File: src/rtl/pcs_pkg.sv
package pcs_pkg;

    typedef enum logic [1:0] {
        ST_IDLE = 2'd0,
        ST_BASE = 2'd1,
        ST_GAP  = 2'd2,
        ST_BEAM = 2'd3
    } pcs_state_t;

    function automatic int base_w(input int sw, input int log_w);
        return sw + (2 ** log_w) - 1;
    endfunction

    function automatic int res_w(input int sw, input int cnt_w, input int log_w);
        int bw;
        int mw;
        bw = base_w(sw, log_w);
        mw = (bw > sw + cnt_w) ? bw : sw + cnt_w;
        return mw + 1;
    endfunction

endpackage

File: src/rtl/pcs_window_acc.sv
module pcs_window_acc #(
    parameter int SW = 16,
    parameter int W  = 32
) (
    input  logic                clk,
    input  logic                rst_n,
    input  logic                clr,
    input  logic                add,
    input  logic signed [SW-1:0] din,
    output logic signed [W-1:0] sum_q,
    output logic signed [W-1:0] sum_nx
);

    logic signed [W-1:0] sum_d;

    always_comb begin
        sum_nx = add ? (sum_q + W'(din)) : sum_q;
        sum_d  = clr ? '0 : sum_nx;
    end

    always_ff @(posedge clk) begin
        if (!rst_n) sum_q <= '0;
        else        sum_q <= sum_d;
    end

    AST_ACC_CLEAR: assert property (@(posedge clk) disable iff (!rst_n)
        clr |=> (sum_q == '0));

endmodule

File: src/rtl/pcs_decim.sv
module pcs_decim #(
    parameter int DEC_W = 8
) (
    input  logic             clk,
    input  logic             rst_n,
    input  logic             restart,
    input  logic             step,
    input  logic [DEC_W-1:0] factor,
    output logic             keep
);

    logic [DEC_W-1:0] cnt_d, cnt_q;

    always_comb begin
        keep  = (cnt_q == '0);
        cnt_d = cnt_q;
        if (restart) begin
            cnt_d = '0;
        end else if (step) begin
            if (factor <= DEC_W'(1) || cnt_q == factor - DEC_W'(1)) cnt_d = '0;
            else                                                    cnt_d = cnt_q + DEC_W'(1);
        end
    end

    always_ff @(posedge clk) begin
        if (!rst_n) cnt_q <= '0;
        else        cnt_q <= cnt_d;
    end

    AST_DEC_RESTART: assert property (@(posedge clk) disable iff (!rst_n)
        restart |=> keep);

endmodule

File: src/rtl/pulse_charge_seq.sv
module pulse_charge_seq
    import pcs_pkg::*;
#(
    parameter int SW    = 16,
    parameter int CNT_W = 16,
    parameter int LOG_W = 4,
    parameter int DEC_W = 8
) (
    input  logic                                 clk,
    input  logic                                 rst_n,
    input  logic                                 arm,
    input  logic                                 trig,
    input  logic                                 s_vld,
    input  logic [SW-1:0]                        s_data,
    input  logic [LOG_W-1:0]                     cfg_base_log2,
    input  logic [CNT_W-1:0]                     cfg_gap,
    input  logic [CNT_W-1:0]                     cfg_beam_len,
    input  logic [DEC_W-1:0]                     cfg_decim,
    output logic                                 busy,
    output logic                                 armed,
    output logic                                 done,
    output logic [res_w(SW,CNT_W,LOG_W)-1:0]     result,
    output logic                                 w_vld,
    output logic [SW:0]                          w_data
);

    localparam int BASE_W = base_w(SW, LOG_W);
    localparam int BEAM_W = SW + CNT_W;
    localparam int ACC_W  = res_w(SW, CNT_W, LOG_W);
    localparam int CW     = (CNT_W > (2 ** LOG_W)) ? CNT_W : (2 ** LOG_W);

    typedef struct packed {
        pcs_state_t              st;
        logic                    armed;
        logic [CW-1:0]           cnt;
        logic                    done;
        logic signed [ACC_W-1:0] res;
        logic                    wv;
        logic signed [SW:0]      wd;
    } seq_t;

    seq_t q, d;

    logic signed [SW-1:0]     smp;
    logic                     start;
    logic                     base_add;
    logic                     beam_add;
    logic                     keep;
    logic signed [BASE_W-1:0] base_sum_q;
    logic signed [BASE_W-1:0] base_sum_nx;
    logic signed [BEAM_W-1:0] beam_sum_q;
    logic signed [BEAM_W-1:0] beam_sum_nx;
    logic signed [ACC_W-1:0]  mean;
    logic signed [ACC_W-1:0]  diff_full;
    logic [CW-1:0]            base_last;
    logic [CW-1:0]            gap_last;
    logic [CW-1:0]            beam_last;

    assign smp      = $signed(s_data);
    assign start    = (q.st == ST_IDLE) && q.armed && trig;
    assign base_add = (q.st == ST_BASE) && s_vld;
    assign beam_add = (q.st == ST_BEAM) && s_vld;

    pcs_window_acc #(.SW(SW), .W(BASE_W)) u_base_acc (
        .clk    (clk),
        .rst_n  (rst_n),
        .clr    (start),
        .add    (base_add),
        .din    (smp),
        .sum_q  (base_sum_q),
        .sum_nx (base_sum_nx)
    );

    pcs_window_acc #(.SW(SW), .W(BEAM_W)) u_beam_acc (
        .clk    (clk),
        .rst_n  (rst_n),
        .clr    (start),
        .add    (beam_add),
        .din    (smp),
        .sum_q  (beam_sum_q),
        .sum_nx (beam_sum_nx)
    );

    pcs_decim #(.DEC_W(DEC_W)) u_decim (
        .clk     (clk),
        .rst_n   (rst_n),
        .restart (start),
        .step    (beam_add),
        .factor  (cfg_decim),
        .keep    (keep)
    );

    always_comb begin
        base_last = (CW'(1) << cfg_base_log2) - CW'(1);
        gap_last  = CW'(cfg_gap) - CW'(1);
        beam_last = (cfg_beam_len == '0) ? '0 : CW'(cfg_beam_len) - CW'(1);
        mean      = ACC_W'(base_sum_q >>> cfg_base_log2);
        diff_full = ACC_W'(smp) - mean;

        d      = q;
        d.done = 1'b0;
        d.wv   = 1'b0;
        if (arm) d.armed = 1'b1;

        case (q.st)
            ST_IDLE: begin
                if (start) begin
                    d.armed = 1'b0;
                    d.st    = ST_BASE;
                    d.cnt   = '0;
                end
            end
            ST_BASE: begin
                if (s_vld) begin
                    if (q.cnt == base_last) begin
                        d.cnt = '0;
                        d.st  = (cfg_gap == '0) ? ST_BEAM : ST_GAP;
                    end else begin
                        d.cnt = q.cnt + CW'(1);
                    end
                end
            end
            ST_GAP: begin
                if (s_vld) begin
                    if (q.cnt == gap_last) begin
                        d.cnt = '0;
                        d.st  = ST_BEAM;
                    end else begin
                        d.cnt = q.cnt + CW'(1);
                    end
                end
            end
            ST_BEAM: begin
                if (s_vld) begin
                    if (keep) begin
                        d.wv = 1'b1;
                        d.wd = diff_full[SW:0];
                    end
                    if (q.cnt == beam_last) begin
                        d.cnt  = '0;
                        d.st   = ST_IDLE;
                        d.done = 1'b1;
                        d.res  = ACC_W'(beam_sum_nx) - ACC_W'(base_sum_q);
                    end else begin
                        d.cnt = q.cnt + CW'(1);
                    end
                end
            end
            default: d.st = ST_IDLE;
        endcase
    end

    always_ff @(posedge clk) begin
        if (!rst_n) begin
            q.st    <= ST_IDLE;
            q.armed <= 1'b0;
            q.cnt   <= '0;
            q.done  <= 1'b0;
            q.res   <= '0;
            q.wv    <= 1'b0;
            q.wd    <= '0;
        end else begin
            q <= d;
        end
    end

    assign busy   = (q.st != ST_IDLE);
    assign armed  = q.armed;
    assign done   = q.done;
    assign result = q.res;
    assign w_vld  = q.wv;
    assign w_data = q.wd;

    AST_NO_START_UNARMED: assert property (@(posedge clk) disable iff (!rst_n)
        (q.st == ST_IDLE && !q.armed) |=> (q.st == ST_IDLE));

    AST_START_CLEARS_ARM: assert property (@(posedge clk) disable iff (!rst_n)
        (q.st == ST_IDLE && q.armed && trig) |=> (q.st == ST_BASE && !q.armed));

    AST_DONE_SINGLE: assert property (@(posedge clk) disable iff (!rst_n)
        done |-> (!busy && !$past(done)));

    AST_RESULT_HOLD: assert property (@(posedge clk) disable iff (!rst_n)
        !done |-> $stable(result));

    AST_WOUT_IN_BEAM: assert property (@(posedge clk) disable iff (!rst_n)
        w_vld |-> $past(q.st == ST_BEAM && s_vld));

endmodule

File: config.mk
export PLATFORM = sky130hd
export DESIGN_NAME = pulse_charge_seq
export DESIGN_NICKNAME = d
export VERILOG_FILES = /design/src/rtl/pcs_pkg.sv /design/src/rtl/pcs_window_acc.sv /design/src/rtl/pcs_decim.sv /design/src/rtl/pulse_charge_seq.sv
export SDC_FILE = /design/constraint.sdc
export NUM_CORES = 1
export LEC_CHECK = 0
export ABC_AREA = 1
export BUFFER_PORTS_ARGS = -buffer_cell sky130_fd_sc_hd__buf_2
export CORE_MARGIN = 3
export CORE_UTILIZATION = 60
export DETAILED_ROUTE_END_ITERATION = 7
export GPL_TIMING_DRIVEN = 0
export HOLD_SLACK_MARGIN = 0.03
export PLACE_DENSITY = 0.9
export SLEW_MARGIN = 20
export SYNTH_ARGS = -nofsm -noshare
export SYNTH_HDL_FRONTEND = slang
export SYNTH_SLANG_ARGS = --single-unit
File: constraint.sdc
create_clock -name clk -period 5.31 [get_ports clk]
set_clock_uncertainty 0.05 [all_clocks]
set_input_delay 0.531 -clock clk [delete_from_list [all_inputs] [get_ports clk]]
set_output_delay 0.531 -clock clk [all_outputs]
set_load 0.02 [all_outputs]
# After elaboration in Yosys (flattened, before gate mapping)
# Index checks and enable logic that the tools add are counted.
# op_classes
add_sub_neg	10
magnitude_cmp	1
n_eq_ne	14
n_shift	2
muxes	23
bitwise	1
reduce_logical	16
# ops
op	count
2-to-1 mux 16 bit	6
2-to-1 mux 68 bit	1
case mux 16 bit (4 select lines)	1
== test 16 bit	3
2-to-1 mux 34 bit	1
subtractor 32 x 31 -> 33 bit	1
adder 32 x 16 -> 32 bit	1
zero test 16 bit	2
2-to-1 mux 32 bit	1
subtractor 16 x 1 -> 16 bit (second input constant)	2
adder 31 x 16 -> 31 bit	1
>>> shifter 31 x 4 -> 17 bit	1
2-to-1 mux 19 bit	1
2-to-1 mux 18 bit	1
subtractor 16 x 17 -> 17 bit	1
adder 16 x 1 -> 16 bit (second input constant)	1
left shift 1 x 4 -> 16 bit (first input constant)	1
subtractor 16 x 2 -> 16 bit (second input constant)	1
2-to-1 mux 2 bit	6
AND reduction 3 bit	3
adder 8 x 1 -> 8 bit (second input constant)	1
== test 8 bit	1
<= comparator 8 x 1 -> 1 bit (second input constant)	1
zero test 8 bit	1
other kinds (16)	27
# word_totals
regBits	142
in_bits	65
elab_cells	77

# Logic depth before layout (Yosys ltp)
# depth
word_depth	7
mapped_depth	29
depth_no_buf	29

# Modules after synthesis
# From an unflattened synthesis, not the netlist that was laid out.
# hier_totals
hier_cells	2900
area_unflattened_um2	16828.6
# modules_own_cells
module	n_inst	cells_each	area_per_inst_um2	seq_area_each_um2
pulse_charge_seq	1	1451	8813.5	1421.4
pcs_window_acc (u_beam_acc)	1	681	3707.3	640.6
pcs_window_acc (u_base_acc)	1	645	3534.6	620.6
pcs_decim	1	123	773.2	160.2

# Worst setup path before layout
# OpenSTA, ideal clock, no wires.
# synth_path
path_type	input -> register
start	input cfg_base_log2[1]
end	register q (netlist bit w_data[14])
setup_time_ps	109
arrival_time_ps	3836
path_slack_ps	1315
stages	22
path_buffers	3
cell_sequence	buf_2 > inv_1 > buf_2 > buf_1 > mux2i_1 > o21ai_0 > a21oi_1 > o21ai_0 > ha_1 > fa_1 > inv_1 > nand3_1 > nand2_1 > a21oi_1 > o21ai_0 > a21boi_0 > o21ai_0 > nand3_1 > nand3_1 > nand3_1 > nand2_1 > inv_1
# synth_via
elab_chain_len	2
# synth_rtl
item	line	rtl
start, declared	pulse_charge_seq.sv:15	input logic [LOG_W-1:0] cfg_base_log2,
>>> shifter 31 x 4 -> 17 bit	pulse_charge_seq.sv:97	mean = ACC_W'(base_sum_q >>> cfg_base_log2);
subtractor 16 x 17 -> 17 bit	pulse_charge_seq.sv:98	diff_full = ACC_W'(smp) - mean;
end, declared	pulse_charge_seq.sv:42	seq_t q, d;
# Every way passes these cells.
# A chain may end at the register's enable or synchronous reset.

# Worst setup path after layout
# layout_path
start	register u_beam_acc.sum_q[0]
end	register q (netlist bit result[27])
# layout_via
elab_chain_len	3
# layout_rtl
item	line	rtl
start, declared	pcs_window_acc.sv:10	output logic signed [W-1:0] sum_q,
start signal, assigned	pcs_window_acc.sv:23	else sum_q <= sum_d;
adder 32 x 16 -> 32 bit	pcs_window_acc.sv:17	sum_nx = add ? (sum_q + W'(din)) : sum_q;
2-to-1 mux 32 bit	pcs_window_acc.sv:17	
named net beam_sum_nx[18]	pulse_charge_seq.sv:52	logic signed [BEAM_W-1:0] beam_sum_nx;
subtractor 32 x 31 -> 33 bit	pulse_charge_seq.sv:143	d.res = ACC_W'(beam_sum_nx) - ACC_W'(base_sum_q);
# The timed path passes the listed nets, and every way through them passes these cells.

==> impl_results.md <==
* Status: finished, violations left
* Failing checks: DRC
* Peak VDD IR at 0.0002193 V
* Layout cells sized above 1 at a little under an eighth
* Total GRT Usage at between 30% and 40%
* Int Pwr at ~2.8 mW
* Post-CTS setup buffers at 0
* Vias in the first global route at approximately 16000
* Post-synthesis sequential area ratio at a little under a fifth
* Synth area leader: dfxtp_1
* Routed Antenna Nets at 0
* Synth top area share at about 19%
* Post-synth EDFFs at 0
* Avg Cell Area, Syn at roughly 6 um2
* Antenna violations before repair at 0
* CTS sink count at roughly 140
* Most frequent CP cell: nand2_1
* Slowest CP cell: o21ai_0
* # rows at between 50 and 60
* Syn. warnings at 0
* Total Wirelength at around 52000 um
* NetSw at roughly 2.6 mW
* Pins Over Slew Limit at 0
* P_leak at about 8.7 nW
* Num CTS Buffers at 17
* Clock group share of total power at a little under a quarter
* Final nets at roughly 2800
* DRC Markers at 4
* RSZ-0062 raised after global routing: no
* Initial cell density of the core at ~62%
* Maxcap violations at 0
* Synth cell types at 55
* Total negative setup slack at 0 ns
* I/O Buffers at 117
* Post-synthesis cell count at ~2500
* Pwr dens at between 300 and 400 mW/mm2
* Min-delay worst type: in2reg
* Gr ovfl total at 0
* Starting DRT DRC Count at between 1500 and 2000
* Crit-path cells: ha_1 -> inv_1 -> fa_1 -> nand3b_1 -> nand2_1 -> nand2_1 -> nand2_1 -> o21ai_0 -> o21ai_0 -> a21oi_1 -> xor2_1 -> a21oi_1 -> ha_1 -> a21oi_1 -> inv_1 -> a31oi_1 -> o21ai_0 -> a21oi_1 -> nand2_1 -> nand2_1 -> nand2_1 -> xor2_1 -> nand2_1 -> a21oi_2
* Gate power share at a little over half
* Prevailing post-synth register cell: dfxtp_1
* Req. time, crit path at around 5.7 ns
* Crit path largest cell delay at between 0.6 and 0.7 ns
* Die height at 166.0 um
* GPL Wtd Cong at roughly 1.1
* Pre-antenna DRT Iters at 8
* WL per Instance at about 18 um
* Synthesized area at 0.01537 mm2
* Period utilization at around 90%
* Clk pin slew, worst setup/hold paths at roughly 0.08 ns
* Pin count of the biggest net entering global routing at 36
* Post-synthesis async set-or-reset flop share at 0%
* Maximum fanout along the worst path at 6
* Commonest non-fill, non-tap cell in the layout: nand2_1
* First-pass GRT wire length at 82850 um
* Final setup fails at 0
* Hold_buf cts at 0
* Clock buffer depth at 2
* Final total power at 5.418 mW
* Actual slew at the worst max-slew pin at slightly below 0.9 ns
* Syn-to-layout area delta at 10.41%
* Crit path buf inv count at 2
* Die X at about 170 um
* Crit path arrival time at 5.25 ns
* Clk Latency, worst-skew pair at roughly 0.45 ns
* Critical path's top delay family: compound AO/OA/AOI/OAI gates
* Root Buffer: clkbuf_16
* Critical Setup Path Class: reg2reg
* Register bit total from synthesis at 142
* CTS tree: built
* DR vias/cell at just under 6
* Final HPWL DP at between 40000 and 50000 um
* Vias at 17454
* Num ports at ~120
* Rel. slew slack at about two fifths
* Final Hold Viols at 0
* Htree depth at 4
* Critical Path End Type: flip-flop
* Seq pwr share at 22.1%
* Die area at between 0.02 and 0.03 mm2
* Fin crit period at just under 5 ns
* Syn nets at between 2000 and 3000
* Top post-synthesis cells by area: dfxtp_1 19%, nand2_1 15%, ha_1 9.9%
* Most frequent cells in the layout: 626 x nand2_1, 293 x inv_1, 241 x nor2_1, 231 x a21oi_1, 171 x o21ai_0
* Cts repair resizes at 0
* Fmax at 203.7 MHz
* Sw Share at 48.32%
* Core Region at 0.02475 mm2
* Setup crit start kind: flip-flop
-- power groups by stage --
stage	logic [mW]	registers [mW]	clock network, mW
final	2.93	1.20	1.29
after global routing	3.24	1.20	1.32
after CTS	2.85	1.19	1.28
after detailed placement	2.83	1.22	0
after global placement	2.81	1.22	0
after floorplan	2.10	1.19	0
-- flip-flops by register name, indices dropped and copies added, names as in the netlist --
name / cells
result: 33
u_beam_acc.sum_q: 32
u_base_acc.sum_q: 31
q: 18
w_data: 17
u_decim.cnt_q: 8
armed: 1
done: 1
w_vld: 1
-- routing by layer --
metal | track usage [%] | part of all wire, %
met1 | 46.65 | 41
met2 | 60.88 | 45
met3 | 4.499 | 8.2
met4 | 18.19 | 6.0
met5 | 0 | 0
-- Yosys cell counts (all sizes together) (6+ instances only) --
cell and number:
nand2 638, xor2 79, nand3 153, clkbuf 41, ha 122, o22ai 6
o21bai 9, a31oi 17, a21boi 7, nor2 257, dfxtp 142, a21oi 251
a21o 16, inv 301, a221oi 9, nand4 37, nand3b 10, mux2i 14
buf 75, or2 8, xnor2 40, o21ai 181, nor4 8, nor3 26
-- path summary, 6_finish.rpt --
check,from,end,slack (ns),cells past startpoint
worst max-delay path,u_beam_acc.sum_q[0],result[27],0.40,24
worst min-delay path,arm,armed,0.25,3
worst max register to register,u_beam_acc.sum_q[0],result[27],0.40,24
worst min register to register,result[18],result[18],0.41,2
-- worst register-to-register path, cell delays in order, from the launching register on --
cell	delay, ns
dfxtp_1	0.35
ha_1	0.18
inv_1	0.06
fa_1	0.39
nand3b_1	0.18
nand2_1	0.12
nand2_1	0.09
nand2_1	0.06
o21ai_0	0.18
o21ai_0	0.67
a21oi_1	0.21
xor2_1	0.26
a21oi_1	0.14
ha_1	0.43
a21oi_1	0.22
inv_1	0.09
a31oi_1	0.19
o21ai_0	0.15
a21oi_1	0.16
nand2_1	0.11
nand2_1	0.08
nand2_1	0.06
xor2_1	0.20
nand2_1	0.10
a21oi_2	0.11
-- metrics by stage --
| step | cells | utilization, % | setup WS, ns | instance area, um2 | hold WS (ns) |
|---|---|---|---|---|---|
| floorplan | 2489 | - | 1.315 | 15370 | 0.3893 |
| global placement | 2930 | 66.10 | 0.3260 | 16360 | 0.3996 |
| detailed placement | 2930 | 66.12 | 0.2994 | 16360 | 0.4019 |
| CTS | 2962 | 68.54 | 0.6081 | 16960 | 0.2522 |
| global route | 2962 | 68.54 | 0.1097 | 16960 | 0.2660 |
| finish | 2963 | 68.55 | 0.4004 | 16970 | 0.2483 |
-- cell type report --
class / instances / area [um2]
repair buffers: 117 / 585.6
fillers: 2288 / 7782
diodes: 1 / 2.502
clock buffers: 17 / 425.4
flip-flops and latches: 142 / 2843
multi-input cells: 1926 / 10650
inverters: 305 / 1151
clock inverters: 15 / 175.2
well taps: 324 / 405.4
plain buffers: 116 / 728.2
-- kinds of logic (layout without fill, tap and decap cells) --
kind of cell,count (synthesis),count (layout),share of synthesized area [%]
fa+ha+maj,126,126,10.46
flops,142,142,18.50
buf+inv,421,570,12.23
simple gates,1142,1142,31.96
mux,14,14,0.9119
xor+xnor,119,119,6.783
other cells,0,1,0
compound gates,525,525,19.16
No activity file was read; power rests on OpenSTA's default activity.
